`config.mk`:
```
export PLATFORM = sky130hd
export DESIGN_NAME = rx_wake_standby
export DESIGN_NICKNAME = d
export VERILOG_FILES = /design/src/rtl/rxw_pkg.sv /design/src/rtl/rxw_ctrl.sv /design/src/rtl/rxw_flags.sv /design/src/rtl/rx_wake_standby.sv
export SDC_FILE = /design/constraint.sdc
export NUM_CORES = 1
export LEC_CHECK = 0
export CORE_AREA = 4 4 41 43
export DETAILED_ROUTE_END_ITERATION = 16
export DIE_AREA = 0 0 45 47
export PLACE_DENSITY = 0.45
export SLEW_MARGIN = 0
export SYNTH_ARGS = -nofsm -noshare
export SYNTH_HDL_FRONTEND = slang
export SYNTH_SLANG_ARGS = --single-unit
```
`constraint.sdc`:
```
create_clock -name clk -period 1.1 [get_ports clk]
set_input_delay 0.22 -clock clk [delete_from_list [all_inputs] [get_ports clk]]
set_output_delay 0.22 -clock clk [all_outputs]
set_load 0.02 [all_outputs]
```
`src/rtl/rxw_pkg.sv`:
```
package rxw_pkg;
  localparam int FLAG_COUNT = 2;
  localparam int READY_IDX  = 0;
  localparam int IDLE_IDX   = 1;

  typedef struct packed {
    logic setReady;
    logic setIdle;
    logic flush;
  } rxwStrobes_t;
endpackage

```
`src/rtl/rxw_ctrl.sv`:
```
module rxw_ctrl
  import rxw_pkg::*;
(
  input  logic        clk,
  input  logic        rstN,
  input  logic        rxEnable,
  input  logic        standbyWr,
  input  logic        standbyWrVal,
  input  logic        wakeSel,
  input  logic        idleStrobe,
  input  logic        charStrobe,
  input  logic        charMsb,
  output logic        standby,
  output rxwStrobes_t strobes
);
  logic addrMark;
  logic wakeHit;

  assign addrMark = charStrobe && charMsb;
  assign wakeHit  = standby && (wakeSel ? addrMark : idleStrobe);

  // Standby bit: disable forces 0, a write beats a wake, a wake clears it.
  always_ff @(posedge clk or negedge rstN) begin
    if (!rstN)           standby <= 1'b0;
    else if (!rxEnable)  standby <= 1'b0;
    else if (standbyWr)  standby <= standbyWrVal;
    else if (wakeHit)    standby <= 1'b0;
  end

  always_comb begin
    strobes.flush    = !rxEnable;
    // A waking address-marked character is delivered as it wakes the receiver.
    strobes.setReady = rxEnable && charStrobe && (!standby || (wakeSel && charMsb));
    // The waking idle event is consumed by the wake and never raises the flag.
    strobes.setIdle  = rxEnable && idleStrobe && !standby;
  end
endmodule

```
`src/rtl/rxw_flags.sv`:
```
module rxw_flags
  import rxw_pkg::*;
(
  input  logic        clk,
  input  logic        rstN,
  input  rxwStrobes_t strobes,
  input  logic        readyClr,
  input  logic        idleClr,
  input  logic        rxIntEn,
  input  logic        idleIntEn,
  output logic        dataReady,
  output logic        idleFlag,
  output logic        rxIrq,
  output logic        idleIrq
);
  logic [FLAG_COUNT-1:0] setVec;
  logic [FLAG_COUNT-1:0] clrVec;
  logic [FLAG_COUNT-1:0] enVec;
  logic [FLAG_COUNT-1:0] flagQ;
  logic [FLAG_COUNT-1:0] irqVec;

  always_comb begin
    setVec[READY_IDX] = strobes.setReady;
    setVec[IDLE_IDX]  = strobes.setIdle;
    clrVec[READY_IDX] = readyClr;
    clrVec[IDLE_IDX]  = idleClr;
    enVec[READY_IDX]  = rxIntEn;
    enVec[IDLE_IDX]   = idleIntEn;
  end

  for (genvar g = 0; g < FLAG_COUNT; g++) begin : g_flag
    always_ff @(posedge clk or negedge rstN) begin
      if (!rstN)              flagQ[g] <= 1'b0;
      else if (strobes.flush) flagQ[g] <= 1'b0;
      else if (setVec[g])     flagQ[g] <= 1'b1;
      else if (clrVec[g])     flagQ[g] <= 1'b0;
    end
    assign irqVec[g] = enVec[g] && flagQ[g];
  end

  assign dataReady = flagQ[READY_IDX];
  assign idleFlag  = flagQ[IDLE_IDX];
  assign rxIrq     = irqVec[READY_IDX];
  assign idleIrq   = irqVec[IDLE_IDX];
endmodule

```
`src/rtl/rx_wake_standby.sv`:
```
module rx_wake_standby
  import rxw_pkg::*;
(
  input  logic clk,
  input  logic rstN,
  input  logic rxEnable,
  input  logic loopMode,
  input  logic standbyWr,
  input  logic standbyWrVal,
  input  logic wakeSel,
  input  logic idleStrobe,
  input  logic charStrobe,
  input  logic charMsb,
  input  logic readyClr,
  input  logic idleClr,
  input  logic rxIntEn,
  input  logic idleIntEn,
  output logic standby,
  output logic dataReady,
  output logic idleFlag,
  output logic rxIrq,
  output logic idleIrq,
  output logic rxPinOwn
);
  rxwStrobes_t strobes;

  rxw_ctrl u_ctrl (
    .clk          (clk),
    .rstN         (rstN),
    .rxEnable     (rxEnable),
    .standbyWr    (standbyWr),
    .standbyWrVal (standbyWrVal),
    .wakeSel      (wakeSel),
    .idleStrobe   (idleStrobe),
    .charStrobe   (charStrobe),
    .charMsb      (charMsb),
    .standby      (standby),
    .strobes      (strobes)
  );

  rxw_flags u_flags (
    .clk       (clk),
    .rstN      (rstN),
    .strobes   (strobes),
    .readyClr  (readyClr),
    .idleClr   (idleClr),
    .rxIntEn   (rxIntEn),
    .idleIntEn (idleIntEn),
    .dataReady (dataReady),
    .idleFlag  (idleFlag),
    .rxIrq     (rxIrq),
    .idleIrq   (idleIrq)
  );

  // Loop operation releases the pin even with the receiver on.
  assign rxPinOwn = rxEnable && !loopMode;
endmodule

```
==> flow_metrics.tcl <==
set metrics [dict create \
    maxSlewViolCount 0 \
    post-route-util 0.327 \
    violations "setup timing" \
    clock_latency_ns 0.24 \
    postCtsHoldBufs 0 \
    io_pins 20 \
    dpl.cell_count 56 \
    syn_to_final_growth_pct 148 \
    synth_area_leaders "dfrtp_1 (44%), and2_1 (11%), nor2b_1 (7.3%)" \
    min_path_type "in2async" \
    maxCapViolations 0 \
    drt_iter0_markers 7 \
    dieArea_mm2 0.00212 \
    ctsHtreeMaxLevel 1 \
    startpoint_type "flop" \
    tns_ns -0.00901 \
    fin_nets 61 \
    ys_warn_count 0 \
    rows 13 \
    vias 249 \
    die_x_um 45 \
    start_util 0.132 \
    grt_overflow 0 \
    firstDrtPassIters 4 \
    holdWs_ns 0.167 \
    tritoncts "built" \
    crit_chain "and2_4 -> buf_6" \
    syn_avg_cell_area_um2 9.02 \
    dieHeight_um 47 \
    required_ns 0.88 \
    syn_inst 19 \
    slowest_stage "dfrtp_1" \
    slew_headroom 0.879 \
    layout_setup_ws_ns -0.00901 \
    power.density_mw_per_mm2 1040 \
    antenna_found_initial 0 \
    yosys.cell_types.count 11 \
    multi_input_area_um2 90.1 \
    clk_pin_slew_worst_paths_ns 0.04 \
    syn_nets 33 \
    crit_buf_inv 1 \
    ys_seq_area_frac 0.438 \
    cts_num_sinks 3 \
    status "complete, but fails checks" \
    internal_power_uw 330 \
    synth_top_area_share 0.438 \
    hold_viol_final 0 \
    finalCriticalPeriod_ns 1.11 \
    crit_family "flip-flops" \
    power_frac_comb 0.274 \
    grt_pass1_wl_um 979 \
    final_common_cell "clkdlybuf4s50_1" \
    seq_power_share 0.277 \
    swShare 0.253 \
    cts_buffer_depth 2 \
    vdd_drop_max_v 0.000429 \
    cts_root_buffer "clkbuf_4" \
    rsz0062_at_grt "true" \
    grt_use_total 0.0719 \
    routed_wl_um 676 \
    gp_congestion 0.679 \
    cp_max_fo 3 \
    area.sequential_um2 75.1 \
    io_buffers 19 \
    setup_viol 1 \
    final_antenna_net_count 0 \
    synth_top_area_cell "dfrtp_1" \
    design_area_um2 425 \
    syn_area_um2 171 \
    cp_data_arrival_time_ns 0.89 \
    cp-end-kind "output port" \
    p_sw_uw 112 \
    p_leak_nw 0.216 \
    grt_pass1_vias 244 \
    vias_per_cell 4.08 \
    fin_crit_sh 1.01 \
    layout_common_cells "clkdlybuf4s50_1 (9), buf_4 (5)" \
    wire_per_inst_um 11.1 \
    finClkSkew_ns 0.00541 \
    placed_cell_area_um2 403 \
    drc 0 \
    cts_inserted_buffers 3 \
    pwr-share-clk 0.449 \
    fillers 151 \
    grt_max_degree 4 \
    max_freq_mhz 902 \
    ys_ff_latch 3 \
    num_antenna_cells 0 \
    drive_gt1_frac 0.348 \
    fp.coreArea_mm2 0.00130 \
    tightest_slew_ns 0.181 \
    critPathMaxStageDelay_ns 0.39 \
    path_class "reg2out" \
    final_cells 61 \
]
## layout make-up
class / instances / area share
flip-flops and latches: 3 / 0.176
repair buffers: 23 / 0.479
multi-input cells: 13 / 0.212
clock buffers: 4 / 0.0618
well taps: 15 / 0.0441
inverters: 3 / 0.0265
## stage by stage
| stage | total power, mW | setup WS [ns] |
|---|---|---|
| final | 0.441 | -0.00901 |
| after global routing | 0.473 | -0.0397 |
| after CTS | 0.453 | -0.0250 |
| after detailed placement | 0.249 | -0.561 |
| after global placement | 0.247 | -0.543 |
| after floorplan | 0.160 | 0.175 |
## metal layers
layer | wire length, um | vias to the layer above | track usage
li1 | - | 116 | -
met1 | 278 | 109 | 0.0706
met2 | 299 | 24 | 0.110
met3 | 97 | 0 | 0.0345
met4 | 0 | 0 | 0.0702
met5 | 0 | - | 0
## cell families after synthesis
group / Yosys count / share of synthesized area
simple gates: 8 / 0.255
compound gates: 5 / 0.241
flops: 3 / 0.438
buf+inv: 3 / 0.0657
## registers in the layout (all words and copies together), names as in the netlist
register and flops:
u_flags.idleFlag 1, u_ctrl.standby 1, u_flags.dataReady 1
## power by group through the flow
| stage | combinational, mW | sequential [mW] | clock [mW] |
|---|---|---|---|
| finish | 0.121 | 0.122 | 0.198 |
| global route | 0.131 | 0.123 | 0.219 |
| detailed placement | 0.125 | 0.124 | 0 |
| CTS | 0.121 | 0.123 | 0.210 |
| global placement | 0.124 | 0.123 | 0 |
| floorplan | 0.0277 | 0.133 | 0 |
## cell usage after synthesis
cell type  n
a21boi_1   1
a21boi_2   1
and2_1     3
dfrtp_1    3
inv_1      3
nand2_1    2
nand3_1    1
nor2b_1    2
o2111ai_1  1
o21a_1     1
o22ai_1    1
## final timing paths
check                                   from                end  slack (ns)  cells after the start
hold / removal                          rstN   u_flags.idleFlag        0.17                      1
max in group asynchronous               rstN  u_flags.dataReady        0.78                      1
setup reg to reg            u_flags.idleFlag   u_flags.idleFlag        0.10                      5
setup / recovery            u_flags.idleFlag            idleIrq      -0.009                      2
hold reg to reg            u_flags.dataReady  u_flags.dataReady        0.65                      2
min in group clk                    rxEnable   u_flags.idleFlag        0.45                      3
## what timing repair did
item                                    4_1_cts  5_1_grt
endpoints found under the setup margin        6        4
buffers inserted                              0        1
resized for setup                            33        2
pin swaps                                     1        1
endpoints found under the hold margin         0        0
Power figures use the tool's default switching activity.
